==> config.mk <==
export PLATFORM = sky130hd
export DESIGN_NAME = clk_stop_gate
export DESIGN_NICKNAME = d
export VERILOG_FILES = /design/src/rtl/clk_stop_gate_pkg.sv /design/src/rtl/cg_phase_gen.sv /design/src/rtl/cg_stop_sync.sv /design/src/rtl/cg_gate_cell.sv /design/src/rtl/cg_pair_cell.sv /design/src/rtl/clk_stop_gate.sv
export SDC_FILE = /design/constraint.sdc
export NUM_CORES = 1
export LEC_CHECK = 0
export ABC_AREA = 1
export BUFFER_PORTS_ARGS = -buffer_cell sky130_fd_sc_hd__buf_2
export CORE_MARGIN = 2
export CORE_UTILIZATION = 35
export CTS_CLUSTER_DIAMETER = 50
export CTS_CLUSTER_SIZE = 28
export DETAILED_ROUTE_END_ITERATION = 10
export SYNTH_ARGS = -nofsm -noshare
export SYNTH_HDL_FRONTEND = slang
export SYNTH_SLANG_ARGS = --single-unit
export TNS_END_PERCENT = 1
==> constraint.sdc <==
create_clock -name clk -period 1.4 [get_ports clk]
set_input_delay 0.14 -clock clk [delete_from_list [all_inputs] [get_ports clk]]
set_output_delay 0.14 -clock clk [all_outputs]
set_load 0.02 [all_outputs]
==> src/rtl/clk_stop_gate_pkg.sv <==
package clk_stop_gate_pkg;
  localparam int PHASE_W = 2;

  typedef logic [PHASE_W-1:0] phase_t;

  // Raw (ungated) levels of the two rates for one phase value.
  typedef struct packed {
    logic half;
    logic full;
  } base_t;

  function automatic base_t phase_to_base(input phase_t p);
    base_t b;
    b.half = p[PHASE_W-1];
    b.full = p[0];
    return b;
  endfunction
endpackage

==> src/rtl/cg_phase_gen.sv <==
module cg_phase_gen
  import clk_stop_gate_pkg::*;
(
  input  logic  clk,
  input  logic  rst_n,
  output base_t base_cur,
  output base_t base_nxt,
  output logic  frame_start,
  output logic  sample_now
);
  localparam phase_t SAMPLE_PH = phase_t'(2);

  phase_t ph_q;
  phase_t ph_d;

  assign ph_d = ph_q + phase_t'(1);

  always_ff @(posedge clk or negedge rst_n) begin
    if (!rst_n) ph_q <= '0;
    else        ph_q <= ph_d;
  end

  assign base_cur    = phase_to_base(ph_q);
  assign base_nxt    = phase_to_base(ph_d);
  assign frame_start = (ph_d == '0);
  assign sample_now  = (ph_d == SAMPLE_PH);
endmodule

==> src/rtl/cg_stop_sync.sv <==
module cg_stop_sync #(
  parameter int STAGES = 2
) (
  input  logic clk,
  input  logic rst_n,
  input  logic stop_req_n,
  input  logic sample_now,
  output logic stop_eff
);
  logic [STAGES-1:0] chain_q;
  logic              hold_q;

  generate
    if (STAGES == 1) begin : g_single
      always_ff @(posedge clk or negedge rst_n) begin
        if (!rst_n) chain_q <= '1;
        else        chain_q <= stop_req_n;
      end
    end else begin : g_chain
      always_ff @(posedge clk or negedge rst_n) begin
        if (!rst_n) chain_q <= '1;
        else        chain_q <= {chain_q[STAGES-2:0], stop_req_n};
      end
    end
  endgenerate

  // A fresh sample is taken only at the half-rate rising edge; it is held otherwise.
  assign stop_eff = sample_now ? ~chain_q[STAGES-1] : hold_q;

  always_ff @(posedge clk or negedge rst_n) begin
    if (!rst_n) hold_q <= 1'b0;
    else        hold_q <= stop_eff;
  end
endmodule

==> src/rtl/cg_gate_cell.sv <==
module cg_gate_cell
  import clk_stop_gate_pkg::*;
#(
  parameter bit STOPPABLE = 1'b1
) (
  input  logic  clk,
  input  logic  rst_n,
  input  logic  en,
  input  logic  free_run,
  input  logic  rate_full,
  input  logic  frame_start,
  input  base_t base_cur,
  input  base_t base_nxt,
  input  logic  stop_eff,
  output logic  clk_q
);
  logic rate_q, run_q;
  logic rate_upd, base_c, base_n, stop_hit, run_d;

  always_comb begin
    rate_upd = frame_start ? rate_full : rate_q;
    base_c   = rate_q   ? base_cur.full : base_cur.half;
    base_n   = rate_upd ? base_nxt.full : base_nxt.half;
    stop_hit = STOPPABLE & stop_eff & ~free_run & ~rate_q;
    // Decision may change only while this output's own phase is low.
    run_d    = base_c ? run_q : (en & ~stop_hit);
  end

  always_ff @(posedge clk or negedge rst_n) begin
    if (!rst_n) begin
      rate_q <= 1'b0;
      run_q  <= 1'b0;
      clk_q  <= 1'b0;
    end else begin
      rate_q <= rate_upd;
      run_q  <= run_d;
      clk_q  <= run_d & base_n;
    end
  end
endmodule

==> src/rtl/cg_pair_cell.sv <==
module cg_pair_cell (
  input  logic clk,
  input  logic rst_n,
  input  logic en,
  input  logic full_cur,
  input  logic full_nxt,
  output logic t_q,
  output logic c_q
);
  logic run_q, run_d, t_d;

  assign run_d = full_cur ? run_q : en;
  assign t_d   = run_d & full_nxt;

  always_ff @(posedge clk or negedge rst_n) begin
    if (!rst_n) begin
      run_q <= 1'b0;
      t_q   <= 1'b0;
      c_q   <= 1'b1;
    end else begin
      run_q <= run_d;
      t_q   <= t_d;
      c_q   <= ~t_d;
    end
  end
endmodule

==> src/rtl/clk_stop_gate.sv <==
module clk_stop_gate
  import clk_stop_gate_pkg::*;
#(
  parameter int N_OUT       = 6,
  parameter int N_PAIR      = 2,
  parameter int SYNC_STAGES = 2
) (
  input  logic              clk,
  input  logic              rst_n,
  input  logic              stop_req_n,
  input  logic [N_OUT-1:0]  out_en,
  input  logic [N_OUT-1:0]  out_free,
  input  logic [N_OUT-1:0]  out_rate_full,
  input  logic              fixed_en,
  input  logic [N_PAIR-1:0] pair_en,
  output logic [N_OUT-1:0]  clk_out,
  output logic              fixed_clk_out,
  output logic [N_PAIR-1:0] pair_t,
  output logic [N_PAIR-1:0] pair_c
);
  base_t base_cur, base_nxt;
  logic  frame_start, sample_now, stop_eff;

  cg_phase_gen u_phase (
    .clk         (clk),
    .rst_n       (rst_n),
    .base_cur    (base_cur),
    .base_nxt    (base_nxt),
    .frame_start (frame_start),
    .sample_now  (sample_now)
  );

  cg_stop_sync #(.STAGES(SYNC_STAGES)) u_sync (
    .clk        (clk),
    .rst_n      (rst_n),
    .stop_req_n (stop_req_n),
    .sample_now (sample_now),
    .stop_eff   (stop_eff)
  );

  generate
    for (genvar i = 0; i < N_OUT; i++) begin : g_out
      cg_gate_cell #(.STOPPABLE(1'b1)) u_cell (
        .clk         (clk),
        .rst_n       (rst_n),
        .en          (out_en[i]),
        .free_run    (out_free[i]),
        .rate_full   (out_rate_full[i]),
        .frame_start (frame_start),
        .base_cur    (base_cur),
        .base_nxt    (base_nxt),
        .stop_eff    (stop_eff),
        .clk_q       (clk_out[i])
      );
    end

    for (genvar j = 0; j < N_PAIR; j++) begin : g_pair
      cg_pair_cell u_pair (
        .clk      (clk),
        .rst_n    (rst_n),
        .en       (pair_en[j]),
        .full_cur (base_cur.full),
        .full_nxt (base_nxt.full),
        .t_q      (pair_t[j]),
        .c_q      (pair_c[j])
      );
    end
  endgenerate

  cg_gate_cell #(.STOPPABLE(1'b0)) u_fixed (
    .clk         (clk),
    .rst_n       (rst_n),
    .en          (fixed_en),
    .free_run    (1'b1),
    .rate_full   (1'b0),
    .frame_start (frame_start),
    .base_cur    (base_cur),
    .base_nxt    (base_nxt),
    .stop_eff    (stop_eff),
    .clk_q       (fixed_clk_out)
  );
endmodule

=== Word-level counts from Yosys, hierarchy flattened ===
Cells that the tools add are included.

* Logic and storage cells: 112
* Output and inout bits: 11
* ROM bits: 0
* Bits in registers: 32
* Latch bits: 0
* RAM bits: 0
* Memories: 0

* Bitwise gates (word level): 48
* Shift-type cells: 0
* Eq/ne operators: 1
* Multiply operators: 0
* Add/sub/neg operators: 1
* Mux-type cells: 31
* Div/mod/pow operators: 0
* Reductions and logical operators: 1
* Order comparisons: 0

{| class="wikitable"
|+ Operator list
! kind !! count
|-
| $mux W1 || 31
|-
| $and A1 B1 Y1 || 27
|-
| $not A1 Y1 || 21
|-
| $add A2 B1 Y2 const B || 1
|-
| $eq A2 B2 Y1 const B || 1
|-
| $logic_not A2 Y1 || 1
|}

=== Logic depth before layout (Yosys ltp) ===
* Depth in word-level cells: 9
* Gate-level depth with buffers: 8
* Gate-level depth less buffers: 7

=== By module ===
Synthesis repeated with hierarchy kept, for this count alone.

* Cells, all modules: 203
* Area, all modules: 1566.5 um^2

{| class="wikitable"
|+ Modules (own cells, without submodules)
! module !! seq. area each (um^2) !! instances !! cells each !! area each (um^2)
|-
| cg_gate_cell (g_out[0].u_cell ...) || 75.1 || 6 || 23 || 162.7
|-
| cg_pair_cell || 76.3 || 2 || 13 || 122.6
|-
| cg_gate_cell (u_fixed) || 75.1 || 1 || 22 || 155.1
|-
| cg_stop_sync || 77.6 || 1 || 8 || 96.3
|-
| cg_phase_gen || 50.0 || 1 || 7 || 86.3
|-
| clk_stop_gate || 0.0 || 1 || 2 || 7.5
|}

=== Worst setup path after synthesis ===
No wires, ideal clock.

* Kind: register to register
* Start: register u_phase.ph_q[1] (netlist: u_phase.base_cur[1])
* End: register g_out[2].u_cell.clk_q
* Clock period less this slack: 1233 ps
* Arrival time: 1108 ps
* Path slack: 167 ps
* Data required time: 1274 ps
* Stages on the path, launching flop included: 7
* Cell sequence: dfrtp_1 > inv_1 > ha_1 > nand2_1 > nand3_1 > nand2_1 > a21oi_2

* Cells in the longest elaborated chain, start to end: 9

{| class="wikitable"
|+ RTL lines
! element !! line !! text
|-
| from (decl) || cg_phase_gen.sv:13 || <nowiki>phase_t ph_q;</nowiki>
|-
| from (signal assigned) || cg_phase_gen.sv:20 || <nowiki>else ph_q <= ph_d;</nowiki>
|-
| $add A2 B1 Y2 || cg_phase_gen.sv:16 || <nowiki>assign ph_d = ph_q + phase_t'(1);</nowiki>
|-
| $eq A2 B2 Y1 || cg_phase_gen.sv:26 || <nowiki>assign sample_now = (ph_d == SAMPLE_PH);</nowiki>
|-
| $mux W1 || cg_stop_sync.sv:28 || <nowiki>assign stop_eff = sample_now ? ~chain_q[STAGES-1] : hold_q;</nowiki>
|-
| $and A1 B1 Y1 (2 in series) || cg_gate_cell.sv:24 || <nowiki>stop_hit = STOPPABLE & stop_eff & ~free_run & ~rate_q;</nowiki>
|-
| $not A1 Y1 || cg_gate_cell.sv:26 || <nowiki>run_d = base_c ? run_q : (en & ~stop_hit);</nowiki>
|-
| $and A1 B1 Y1 || cg_gate_cell.sv:26 ||
|-
| $mux W1 || cg_gate_cell.sv:26 ||
|-
| $and A1 B1 Y1 (*) || cg_gate_cell.sv:37 || <nowiki>clk_q <= run_d & base_n;</nowiki>
|-
| to (signal assigned) || cg_gate_cell.sv:37 ||
|-
| to (decl) || cg_gate_cell.sv:15 || <nowiki>output logic clk_q</nowiki>
|}

Every way passes the cells marked *; elsewhere a longest branch is shown, timed or not.

=== Worst setup path after layout ===
* Start: register u_phase.ph_q[0] (netlist: u_phase.base_cur[0])
* End: register g_out[2].u_cell.clk_q

{| class="wikitable"
|+ RTL lines
! element !! line !! text
|-
| $add A2 B1 Y2 || cg_phase_gen.sv:16 ||
|-
| $logic_not A2 Y1 || cg_phase_gen.sv:25 || <nowiki>assign frame_start = (ph_d == '0);</nowiki>
|-
| $mux W1 || cg_gate_cell.sv:21 || <nowiki>rate_upd = frame_start ? rate_full : rate_q;</nowiki>
|-
| net g_out[2].u_cell.rate_upd || cg_gate_cell.sv:18 || <nowiki>logic rate_upd, base_c, base_n, stop_hit, run_d;</nowiki>
|-
| $mux W1 || cg_gate_cell.sv:23 || <nowiki>base_n = rate_upd ? base_nxt.full : base_nxt.half;</nowiki>
|-
| $and A1 B1 Y1 || cg_gate_cell.sv:37 ||
|}

The timed path passes the listed nets, and every way through them passes these cells.

==> impl_metrics.env <==
export IMPL_powerDensity_nw_per_um2=1040
export IMPL_core_area_sq_um=3970
export IMPL_firstDrtPassIters=4
export IMPL_swShare=0.246
export IMPL_p_comb_frac=0.104
export IMPL_ys_ff_latch=30
export IMPL_rsz0062_at_grt="yes"
export IMPL_fin_skew_ns=0.00717
export IMPL_die_w_microns=68.0
export IMPL_fmax_ghz=0.786
export IMPL_wl_met1_microns=1270
export IMPL_initial_core_util=0.361
export IMPL_synth_top_area_frac=0.454
export IMPL_grt_util_all_layers=0.138
export IMPL_whs_path_depth=3
export IMPL_syn_area_per_cell_sq_um=8.48
export IMPL_outcome="finished clean"
export IMPL_antenna_left=0
export IMPL_cts_sinks=30
export IMPL_cp_end_kind="register"
export IMPL_place_inst=248
export IMPL_clk_path_buf_depth=2
export IMPL_clk_pin_slew_ns=0.06
export IMPL_wl_met2_microns=1310
export IMPL_antenna_cells=0
export IMPL_switchingPower_mw=0.454
export IMPL_io_buffers=34
export IMPL_cts_tree="built"
export IMPL_r2r_cells=6
export IMPL_internal_power_mw=1.39
export IMPL_setup_viol=0
export IMPL_drc=0
export IMPL_dp_slack_ns=0.0392
export IMPL_die_y_microns=68.0
export IMPL_start_kind="register"
export IMPL_drt_initial_drc_count=41
export IMPL_leakagePower_nw=0.987
export IMPL_final_cells=260
export IMPL_synth_cells=169
export IMPL_io_pins=35
export IMPL_crit_fanout=8
export IMPL_fin_nets=235
export IMPL_finalWorstSetupSlack_ns=0.128
export IMPL_area_growth_pct=23.8
export IMPL_ir_drop_mv=0.498
export IMPL_dp_hpwl_microns=2040
export IMPL_drive_gt1_frac=0.367
export IMPL_final_common_cell="nand2_1"
export IMPL_finalMaxSlewViolations=0
export IMPL_drt_wl_total_microns=2790
export IMPL_grt_ovfl_total=0
export IMPL_htreeDepth=2
export IMPL_rows=23
export IMPL_grt_max_degree=31
export IMPL_netlist_area_sq_um=1430
export IMPL_yosysTopAreaCell="dfrtp_1"
export IMPL_tightest_slew_ns=0.215
export IMPL_post_cts_setup_buffer_count=0
export IMPL_required_ns=1.56
export IMPL_post_route_period_util=0.909
export IMPL_worstPathArrival_ns=1.44
export IMPL_min_path_type="input pin to register"
export IMPL_num_vias=1093
export IMPL_critPathKind="register to register"
export IMPL_grt_pass1_vias=1038
export IMPL_antenna_found_initial=0
export IMPL_root_buffer="clkbuf_8"
export IMPL_slew_headroom=0.855
export IMPL_final_hold_violation_count=0
export IMPL_layout_min_cycle_time_ns=1.27
export IMPL_grt_pass1_wl_microns=4480
export IMPL_cts_buffers=5
export IMPL_clk_latency_ns=0.28
export IMPL_viasPerCell=4.20
export IMPL_p_total_mw=1.84
export IMPL_synthDistinctLibCells=18
export IMPL_final_cell_mix="nand2_1 (52), buf_2 (34), dfrtp_1 (26), inv_1 (21), nand2_2 (14)"
export IMPL_timing_max_cap_violations=0
export IMPL_seq_power_share=0.505
export IMPL_synth_area_leaders="dfrtp_1 (45%), nand2_1 (14%), dfstp_2 (7.3%), inv_1 (5.8%), buf_4 (5.2%)"
export IMPL_pwr_share_clk=0.391
export IMPL_synth_fp_nets=195
export IMPL_yosys_warnings=0
export IMPL_top_layer="met4"
export IMPL_met3WireLength_microns=156
export IMPL_place_congestion=0.755
export IMPL_synth_seq_area_share=0.528
export IMPL_die_area_sq_um=4620
export IMPL_routedWlPerCell_microns=10.7
-- cell usage after synthesis (all sizes together) --
master and number:
nand2 66, inv 23, dfrtp 26, nor2 14
nand3 6, buf 12, o21ai 9, a21oi 6
dfstp 4, o21a 1, ha 2
-- registers in the layout, indices dropped and copies added, names as in the netlist, 2 cells and up --
| name | flops |
|---|---|
| g_out.u_cell.clk_q | 6 |
| g_out.u_cell.rate_q | 6 |
| g_out.u_cell.run_q | 6 |
| g_pair.u_pair.c_q | 2 |
| g_pair.u_pair.t_q | 2 |
| u_phase.base_cur | 2 |
| u_sync.chain_q | 2 |
-- cell families (layout without fill, tap and decap cells) --
logic type      after synthesis  after routing  share of synthesized area
flops                        30             30                      0.528
compound gates               16             16                     0.0681
fa+ha+maj                     2              2                     0.0175
buf+inv                      35             76                      0.130
simple gates                 86             86                      0.257
-- through the flow --
stage | setup TNS (ns) | hold slack [ns] | utilization | area (sq um)
detailed placement | 0 | 0.106 | 0.411 | 1630
finish | 0 | 0.0943 | 0.447 | 1770
global route | -0.0157 | 0.0979 | 0.447 | 1770
CTS | 0 | 0.0893 | 0.444 | 1760
global placement | 0 | 0.105 | 0.411 | 1630
floorplan | 0 | -0.156 | - | 1430
-- metal layers --
layer,track usage,vias to the layer above
met5,0,-
met4,0.0675,0
met3,0.0526,7
met2,0.220,23
met1,0.163,487
li1,-,576
-- cell type report --
type	count	area (sq um)
multi-input cells	104	500
repair buffers	45	275
clock inverters	1	5.00
clock buffers	7	86.3
flip-flops and latches	30	756
fillers	429	2200
inverters	23	88.8
well taps	50	62.6
-- path summary, 6_finish.rpt --
| check | start | to | slack [ns] |
|---|---|---|---|
| max in group asynchronous | rst_n | u_sync.chain_q[1] | 0.81 |
| min in group asynchronous | rst_n | g_pair[1].u_pair.t_q | 0.34 |
| setup reg to reg | u_phase.base_cur[0] | g_out[2].u_cell.clk_q | 0.13 |
| setup / recovery | u_phase.base_cur[0] | g_out[2].u_cell.clk_q | 0.13 |
| hold reg to reg | u_sync.chain_q[0] | u_sync.chain_q[1] | 0.36 |
| hold / removal | fixed_en | u_fixed.run_q | 0.09 |
-- repair_timing --
item / in CTS / in global routing
resized for setup: 0 / 5
endpoints found under the setup margin: 0 / 12
hold endpoints to repair: 29 / 0
hold buffers: 4 / 0
-- power groups by stage --
stage / sequential (mW) / combinational [mW] / clock, mW
after global placement: 0.947 / 0.184 / 0
after global routing: 0.937 / 0.220 / 0.773
final: 0.932 / 0.191 / 0.721
after detailed placement: 0.948 / 0.186 / 0
after floorplan: 0.943 / 0.123 / 0
after CTS: 0.932 / 0.195 / 0.741
-- critical path: stages, from the launching register on --
cell and delay (ns):
dfrtp_1 0.41, ha_2 0.31, inv_4 0.07, nand2_1 0.06
nand2_1 0.07, o21ai_0 0.21, a21oi_2 0.04
Note: power is estimated with default switching activity, not from simulation.
